File: src/rtl/lcd_tgen_pkg.sv
package lcd_tgen_pkg;
  typedef enum logic [1:0] {
    EV_SYNC   = 2'd0,
    EV_BPORCH = 2'd1,
    EV_ACTIVE = 2'd2,
    EV_FPORCH = 2'd3
  } ev_sel_e;

  localparam int POL_HS = 0;
  localparam int POL_VS = 1;
  localparam int POL_DE = 2;
  localparam int NPOL   = 3;
  localparam int NSEG   = 4;
endpackage

File: src/rtl/lcd_tgen_clkdiv.sv
module lcd_tgen_clkdiv #(
  parameter int DIV_W = 8
) (
  input  logic             clk_i,
  input  logic             rst_ni,
  input  logic             run_i,
  input  logic             byp_i,
  input  logic [DIV_W-1:0] div_i,
  output logic             ce_o
);
  logic [DIV_W-1:0] cnt_q;

  assign ce_o = run_i & (byp_i | (cnt_q == div_i));

  always_ff @(posedge clk_i or negedge rst_ni) begin
    if (!rst_ni)                  cnt_q <= '0;
    else if (!run_i || ce_o || byp_i) cnt_q <= '0;
    else                          cnt_q <= cnt_q + DIV_W'(1);
  end

  // in divided mode with ratio above one, ticks never fall in adjacent cycles
  a_r4_tick_spacing: assert property (@(posedge clk_i) disable iff (!rst_ni)
    ce_o && !byp_i && div_i != '0 |=>
      !ce_o || div_i != $past(div_i) || byp_i != $past(byp_i));
endmodule

File: src/rtl/lcd_tgen_axis.sv
module lcd_tgen_axis #(
  parameter int FW = 11,
  parameter int CW = FW + 2
) (
  input  logic          clk_i,
  input  logic          rst_ni,
  input  logic          run_i,
  input  logic          step_i,
  input  logic [FW-1:0] sw_i,
  input  logic [FW-1:0] bp_i,
  input  logic [FW-1:0] act_i,
  input  logic [FW-1:0] fp_i,
  output logic [CW-1:0] cnt_o,
  output logic          wrap_o,
  output logic          sync_o,
  output logic          act_o,
  output logic [3:0]    enter_o
);
  logic [CW-1:0] cnt_q, nxt;
  logic [CW-1:0] seg_start [4];
  logic [CW-1:0] total, last;

  always_comb begin
    seg_start[0] = '0;
    seg_start[1] = CW'(sw_i) + CW'(1);
    seg_start[2] = seg_start[1] + CW'(bp_i) + CW'(1);
    seg_start[3] = seg_start[2] + CW'(act_i) + CW'(1);
    total        = seg_start[3] + CW'(fp_i) + CW'(1);
    last         = total - CW'(1);
  end

  assign wrap_o = step_i & (cnt_q == last);
  assign nxt    = wrap_o ? '0 : cnt_q + CW'(1);
  assign sync_o = cnt_q < seg_start[1];
  assign act_o  = (cnt_q >= seg_start[2]) && (cnt_q < seg_start[3]);
  assign cnt_o  = cnt_q;

  for (genvar g = 0; g < 4; g++) begin : g_enter
    assign enter_o[g] = step_i & (nxt == seg_start[g]);
  end

  always_ff @(posedge clk_i or negedge rst_ni) begin
    if (!rst_ni)     cnt_q <= '0;
    else if (!run_i) cnt_q <= '0;
    else if (step_i) cnt_q <= nxt;
  end

  // counter stays inside the programmed period
  a_r1_cnt_bound: assert property (@(posedge clk_i) disable iff (!rst_ni)
    run_i |-> cnt_q < total);
  // each step moves the position by exactly one
  a_r2_cnt_step: assert property (@(posedge clk_i) disable iff (!rst_ni)
    run_i && step_i && !wrap_o |=> !run_i || cnt_q == $past(cnt_q) + CW'(1));
endmodule

File: src/rtl/lcd_tgen_irq.sv
module lcd_tgen_irq (
  input  logic clk_i,
  input  logic rst_ni,
  input  logic ev_i,
  input  logic fie_i,
  input  logic gie_i,
  input  logic clr_i,
  output logic pend_o,
  output logic irq_o
);
  logic pend_q, set_c;

  assign set_c  = ev_i & fie_i;
  assign pend_o = pend_q;
  assign irq_o  = pend_q & gie_i;

  always_ff @(posedge clk_i or negedge rst_ni) begin
    if (!rst_ni)    pend_q <= 1'b0;
    else if (set_c) pend_q <= 1'b1;
    else if (clr_i) pend_q <= 1'b0;
  end

  // a clear with no competing event empties the pending bit
  a_r8_clear: assert property (@(posedge clk_i) disable iff (!rst_ni)
    clr_i && !set_c |=> !pend_q);
  // pending only rises after an enabled event
  a_r7_set_cause: assert property (@(posedge clk_i) disable iff (!rst_ni)
    $rose(pend_q) |-> $past(ev_i && fie_i));
endmodule

File: src/rtl/lcd_tgen.sv
module lcd_tgen
  import lcd_tgen_pkg::*;
#(
  parameter int FIELD_W = 11,
  parameter int DIV_W   = 8
) (
  input  logic               clk_i,
  input  logic               rst_ni,
  input  logic               en_i,
  input  logic               div_en_i,
  input  logic [DIV_W-1:0]   div_val_i,
  input  logic [FIELD_W-1:0] hsw_i,
  input  logic [FIELD_W-1:0] hbp_i,
  input  logic [FIELD_W-1:0] hact_i,
  input  logic [FIELD_W-1:0] hfp_i,
  input  logic [FIELD_W-1:0] vsw_i,
  input  logic [FIELD_W-1:0] vbp_i,
  input  logic [FIELD_W-1:0] vact_i,
  input  logic [FIELD_W-1:0] vfp_i,
  input  logic [2:0]         pol_i,
  input  logic               gie_i,
  input  logic               fie_i,
  input  logic [1:0]         isel_i,
  input  logic               iclr_i,
  output logic               hsync_o,
  output logic               vsync_o,
  output logic               de_o,
  output logic [FIELD_W+1:0] hcnt_o,
  output logic [FIELD_W+1:0] vcnt_o,
  output logic               pend_o,
  output logic               irq_o
);
  localparam int CW = FIELD_W + 2;

  typedef struct packed {
    logic [FIELD_W-1:0] sw;
    logic [FIELD_W-1:0] bp;
    logic [FIELD_W-1:0] act;
    logic [FIELD_W-1:0] fp;
  } axis_cfg_t;

  logic             run_q, divd_q;
  logic [DIV_W-1:0] div_q;
  axis_cfg_t        hcfg_q, vcfg_q;

  logic          ce, h_wrap, v_wrap, frame_wrap, load;
  logic          h_sync, h_act, v_sync, v_act;
  logic [3:0]    h_enter, v_enter;
  logic [CW-1:0] h_cnt, v_cnt;
  logic [NPOL-1:0] strobe;

  assign frame_wrap = h_wrap & v_wrap;
  assign load       = !run_q || frame_wrap;

  // shadow set: follows inputs while idle, reloads only at frame end while scanning
  always_ff @(posedge clk_i or negedge rst_ni) begin
    if (!rst_ni) begin
      run_q  <= 1'b0;
      divd_q <= 1'b0;
      div_q  <= '0;
      hcfg_q <= '0;
      vcfg_q <= '0;
    end else if (load) begin
      run_q  <= en_i;
      divd_q <= div_en_i;
      div_q  <= div_val_i;
      hcfg_q <= '{sw: hsw_i, bp: hbp_i, act: hact_i, fp: hfp_i};
      vcfg_q <= '{sw: vsw_i, bp: vbp_i, act: vact_i, fp: vfp_i};
    end
  end

  lcd_tgen_clkdiv #(.DIV_W(DIV_W)) i_clkdiv (
    .clk_i  (clk_i),
    .rst_ni (rst_ni),
    .run_i  (run_q),
    .byp_i  (!divd_q),
    .div_i  (div_q),
    .ce_o   (ce)
  );

  lcd_tgen_axis #(.FW(FIELD_W), .CW(CW)) i_haxis (
    .clk_i   (clk_i),
    .rst_ni  (rst_ni),
    .run_i   (run_q),
    .step_i  (ce),
    .sw_i    (hcfg_q.sw),
    .bp_i    (hcfg_q.bp),
    .act_i   (hcfg_q.act),
    .fp_i    (hcfg_q.fp),
    .cnt_o   (h_cnt),
    .wrap_o  (h_wrap),
    .sync_o  (h_sync),
    .act_o   (h_act),
    .enter_o (h_enter)
  );

  lcd_tgen_axis #(.FW(FIELD_W), .CW(CW)) i_vaxis (
    .clk_i   (clk_i),
    .rst_ni  (rst_ni),
    .run_i   (run_q),
    .step_i  (h_wrap),
    .sw_i    (vcfg_q.sw),
    .bp_i    (vcfg_q.bp),
    .act_i   (vcfg_q.act),
    .fp_i    (vcfg_q.fp),
    .cnt_o   (v_cnt),
    .wrap_o  (v_wrap),
    .sync_o  (v_sync),
    .act_o   (v_act),
    .enter_o (v_enter)
  );

  lcd_tgen_irq i_irq (
    .clk_i  (clk_i),
    .rst_ni (rst_ni),
    .ev_i   (run_q & v_enter[isel_i]),
    .fie_i  (fie_i),
    .gie_i  (gie_i),
    .clr_i  (iclr_i),
    .pend_o (pend_o),
    .irq_o  (irq_o)
  );

  assign strobe[POL_HS] = run_q & h_sync;
  assign strobe[POL_VS] = run_q & v_sync;
  assign strobe[POL_DE] = run_q & h_act & v_act;

  logic [NPOL-1:0] pin;
  for (genvar p = 0; p < NPOL; p++) begin : g_pol
    assign pin[p] = strobe[p] ^ pol_i[p];
  end

  assign hsync_o = pin[POL_HS];
  assign vsync_o = pin[POL_VS];
  assign de_o    = pin[POL_DE];
  assign hcnt_o  = h_cnt;
  assign vcnt_o  = v_cnt;

  // shadowed divider holds for the whole frame
  a_r6_shadow_hold: assert property (@(posedge clk_i) disable iff (!rst_ni)
    run_q && !frame_wrap |=> $stable(div_q) && $stable(divd_q) && run_q);
  // scanning always begins at the raster origin
  a_r6_start_origin: assert property (@(posedge clk_i) disable iff (!rst_ni)
    $rose(run_q) |-> h_cnt == '0 && v_cnt == '0);
endmodule

File: config.mk
export PLATFORM = sky130hd
export DESIGN_NAME = lcd_tgen
export DESIGN_NICKNAME = d
export VERILOG_FILES = /design/src/rtl/lcd_tgen_pkg.sv /design/src/rtl/lcd_tgen_clkdiv.sv /design/src/rtl/lcd_tgen_axis.sv /design/src/rtl/lcd_tgen_irq.sv /design/src/rtl/lcd_tgen.sv
export SDC_FILE = /design/constraint.sdc
export NUM_CORES = 1
export LEC_CHECK = 0
export ABC_CLOCK_PERIOD_IN_PS = 16800
export BUFFER_PORTS_ARGS = -buffer_cell sky130_fd_sc_hd__buf_2
export CAP_MARGIN = 20
export CORE_ASPECT_RATIO = 1.75
export CORE_UTILIZATION = 65
export CTS_CLUSTER_DIAMETER = 150
export DETAILED_ROUTE_END_ITERATION = 10
export HOLD_SLACK_MARGIN = 0.12
export PLACE_DENSITY = 0.88
export SLEW_MARGIN = 20
export SYNTH_ARGS = -nofsm -noshare
export SYNTH_HDL_FRONTEND = slang
export SYNTH_SLANG_ARGS = --single-unit
File: constraint.sdc
create_clock -name clk_i -period 16.8 [get_ports clk_i]
set_input_delay 2.52 -clock clk_i [delete_from_list [all_inputs] [get_ports clk_i]]
set_output_delay 2.52 -clock clk_i [all_outputs]
set_load 0.05 [all_outputs]
# Word-level counts from Yosys, hierarchy flattened
# Index checks and enable logic that the tools add are counted.
# word_totals
regBits	133
wordCells	88
# classes
n_addsub	19
n_lt_le_gt_ge	7
n_eq_ne	8
mux	11
bitwise	19
n_reduce_logical	9
# ops
cell	n
adder 13 x 1 -> 13 bit (second input constant)	8
adder 13 x 11 -> 13 bit	6
two-way mux 13 bit	6
== test 13 bit	5
< comparator 13 bit	4
>= comparator 13 bit	2
subtractor 13 x 1 -> 13 bit (second input constant)	2
adder 11 x 1 -> 12 bit (second input constant)	2
AND 1 bit	15
zero test 13 bit	1
adder 8 x 1 -> 8 bit (second input constant)	1
== test 8 bit	1
two-way mux 8 bit	1
inequality test 2 x 1 -> 1 bit (second input constant)	2
logical OR 1 bit	3
< comparator 2 x 3 -> 1 bit (second input constant)	1
two-way mux 1 bit	3
bitwise XOR 1 bit	3
binary-select mux 1 bit (select 2 bit)	1
logical AND 1 bit	2
zero test 1 bit	2
nonzero test 2 bit	1
OR 1 bit	1

# Longest topological paths before layout
# depth
depth_word	19
mapped_depth	30
ltp_nobuf	29

# By module
# A second synthesis with hierarchy kept.
# hier_totals
hier_cells	1464
hier_area_um2	13376.6
# by_module_without_submodules
module	instances	cells_per_inst	area_each_um2	seq_area_each_um2
lcd_tgen_axis (i_vaxis)	1	607	4628.2	325.3
lcd_tgen_axis (i_haxis)	1	591	4414.2	325.3
lcd_tgen	1	217	3836.2	2452.4
lcd_tgen_clkdiv	1	44	449.2	200.2
lcd_tgen_irq	1	5	48.8	25.0

# Worst setup path before layout
# No wires, ideal clock.
# synth_timing
kind	reg-to-output
startpoint	reg vcfg_q[33] (netlist name)
endpoint	out de_o
arrival_time_ns	5.833
required_ns	14.280
slack_ns	8.447
path_stages_with_launch	25
path_buffers	0
path_cell_list	dfrtp_1 -> ha_1 -> nand3_1 -> nor2_1 -> nand2_1 -> xnor2_1 -> ha_1 -> or3_4 -> nor2b_2 -> nand2_1 -> o221ai_1 -> xnor2_1 -> ha_1 -> a2111oi_0 -> o21ai_0 -> a221oi_1 -> a21oi_1 -> o21ai_0 -> nand3_2 -> ha_1 -> nand4_1 -> nand3_1 -> or3_1 -> nor4_1 -> xor2_1
# synth_between
elab_chain_len	9
word_cells_on_any_way	10
# synth_rtl
item	line_no	rtl
start: declaration	lcd_tgen.sv:44	axis_cfg_t hcfg_q, vcfg_q;
start signal: assignment	lcd_tgen.sv:68	vcfg_q <= '{sw: vsw_i, bp: vbp_i, act: vact_i, fp: vfp_i};
adder 11 x 1 -> 12 bit *	lcd_tgen_axis.sv:25	seg_start[1] = CW'(sw_i) + CW'(1);
adder 13 x 11 -> 13 bit *	lcd_tgen_axis.sv:26	seg_start[2] = seg_start[1] + CW'(bp_i) + CW'(1);
adder 13 x 1 -> 13 bit *	lcd_tgen_axis.sv:26	
adder 13 x 11 -> 13 bit	lcd_tgen_axis.sv:27	seg_start[3] = seg_start[2] + CW'(act_i) + CW'(1);
adder 13 x 1 -> 13 bit	lcd_tgen_axis.sv:27	
< comparator 13 bit	lcd_tgen_axis.sv:35	assign act_o = (cnt_q >= seg_start[2]) && (cnt_q < seg_start[3]);
logical AND 1 bit *	lcd_tgen_axis.sv:35	
AND 1 bit *	lcd_tgen.sv:126	assign strobe[POL_DE] = run_q & h_act & v_act;
bitwise XOR 1 bit *	lcd_tgen.sv:130	assign pin[p] = strobe[p] ^ pol_i[p];
end: declaration	lcd_tgen.sv:27	output logic de_o,
# Mark *: on every way between the ends. The rest lies on a longest branch, timed or not.

# Worst setup path in the final report
# Ends and elaborated chain as after synthesis.

==> metrics.cfg <==
[critical_path]
path_buf_inv=1
critPathMaxFanout=9
cp-start-kind=flop
arrival_ns=6.98
critical_path_class=flop to primary output
reg2reg_from=vcfg_q[33]
max_stage_delay_ns=0.50
crit_family=simple AND/OR/NAND/NOR gates
path_common_cell=ha_1
crit_slowest_cell=dfrtp_1
crit_required_ns=14.28
startpoint=vcfg_q[33]
worstSetupEndpointType=primary output

[logic_synthesis]
ys_warn_count=0
synth.cell_area_sq_um=11800
syn_nets=1520
synth_mux_area_share_pct=8.95
synth_cells=1258
postSynthAreaPerCell_sq_um=9.35
ys_seq_elements=133
yosys.area_share.simple_pct=14.3
synth_cell_types=79
synth_compound_area_share_pct=15.9
async_reset_ff_share_pct=100
synth_ff_type=dfrtp_1
synth-xor-area-share_pct=11.4
synth_top_family_by_area=adder cells
synthAdderAreaFrac_pct=16.8
synth_edf_count=0
seq_area_frac_synth_pct=28.3

[detailed_routing]
wire_per_inst_microns=21.5
via_per_inst=6.41
drc=0
drtAntennaViolNets=0
drt_first_iter_violations=600
via_count=10600
wirelength_microns=35500
drt_first_pass_iters=4

[cells_and_area]
instances_no_fill=1646
n_fill_cell=1256
mostFrequentLayoutCell=ha_1
num_antenna_cells=0
final_layout_size_suffix_gt1_share_pct=19.2
fin_nets=1665
most-common-layout-cells=ha_1, buf_2, dfrtp_1, inv_1, xnor2_1
fin_util_pct=75.7
area_delta_synth_final_pct=13.3

[timing]
worst-slew-pin-transition_ns=0.914
hold_ws_ns=0.498
hold_viol=0
rsz0062_at_grt=false
fin_crit_ns=9.50
slew_violations=0
clock.fmax_ghz=0.105
setup_tns_ns=0
maxSlewHeadroom_pct=38.8
final-setup-viol-count=0
finClkSkew_ns=0.00886
fin_ws_ns=7.30
period_share_pct=56.6

[floorplanning]
core_sq_um=17600
row_count=64
die_w_microns=104
die_area_sq_um=18700
ios=139
start_util_pct=66.8
die_h_microns=180

[place]
portBuffers=138
hpwlAfterDp_microns=27000
gp_congestion=1.02
placed_cells=1615
pre_cts_slack_ns=7.83

[cts]
cts_sinks=133
cts_root_buf=clkbuf_16
h-tree-depth=4
insertion_delay_ns=0.44
clk_path_buf_depth=2
post_cts_buffers=0
cts_resized=0
cts_buffers=17
cts_tree=built
clk_pin_slew_ns=0.06
hold_buffers=0

[power]
powerDensity_nw_per_um2=56.0
leakagePower_uw=0.00693
irDropWorstVdd_mv=0.0665

[global_routing]
track_usage_pct=39.2
grt_pass1_vias=11400
grt_max_degree=83
grt_pass1_wl_microns=56600
antenna_found_initial=0
gr-total-overflow=0

[worst_hold_path]
min_path_type=flop to flop
min_from=vcfg_q[18]

[run]
drv_cap=0

[status]
status=finished, final reports clean

==> report_power, final <==
part	total [uW]	internal (uW)	switching, uW
clock network	404	251	153
registers	320	320	0
logic	22.2	9.78	12.4
total	746	582	165
==> state kept, by name (all words and copies together) (netlist names) <==
name,cells
hcfg_q,44
vcfg_q,44
i_haxis.cnt_o,13
i_vaxis.cnt_o,13
div_q,8
i_clkdiv.cnt_q,8
divd_q,1
i_irq.pend_o,1
run_q,1
==> layout make-up <==
| type | instances | area [sq um] | area share, % |
|---|---|---|---|
| clock buffers | 19 | 443 | 3.32 |
| clock inverters | 12 | 179 | 1.34 |
| inverters | 101 | 379 | 2.84 |
| multi-input cells | 1001 | 7930 | 59.5 |
| flip-flops and latches | 133 | 3330 | 25.0 |
| well taps | 231 | 289 | 2.17 |
| repair buffers | 149 | 779 | 5.85 |
==> cell usage after synthesis (all sizes together), types with 16 or more instances <==
cell type	count	area [sq um]
a21oi	58	294
and3	16	100
dfrtp	133	3330
ha	148	1850
inv	100	375
mux2	89	1000
nand2	66	253
nand2b	24	150
nand3	45	230
nand4	27	181
nor2	65	244
nor3	19	95.1
o21a	42	315
o21ai	65	325
o22ai	17	126
xnor2	79	692
xor2	73	654
==> layer usage <==
metal  wire [microns]  track usage (%)  share of wire, %  up-vias
li1                 -                -                 -     4839
met1            11600             36.3                33     5077
met2            19200             74.1                54      447
met3             1810             6.53               5.1      195
met4             2890             32.2               8.1        0
met5                0                0                 0        -
==> final timing paths <==
path | end | slack [ns] | depth (start not counted)
worst min-delay path | vcfg_q[18] | 0.50 | 1
worst max register to register | vcfg_q[10] | 8.54 | 26
min in group asynchronous | vcfg_q[26] | 2.12 | 1
worst min register to register | vcfg_q[18] | 0.50 | 1
max in group asynchronous | i_clkdiv.cnt_q[0] | 13.46 | 2
worst max-delay path | de_o | 7.30 | 25
==> cell families after synthesis <==
family                   Yosys count
AND/OR/NAND/NOR                  322
AO/OA/AOI/OAI                    279
adder cells (fa/ha/maj)          154
XOR/XNOR                         152
flip-flops                       133
buffers and inverters            124
multiplexers                      94
==> metrics by stage <==
step,power [uW],area [sq um]
finish,746,13300
global route,762,13300
CTS,750,13300
detailed placement,349,12700
global placement,348,12700
floorplan,329,11800
Note: power is estimated with default switching activity, not from simulation.
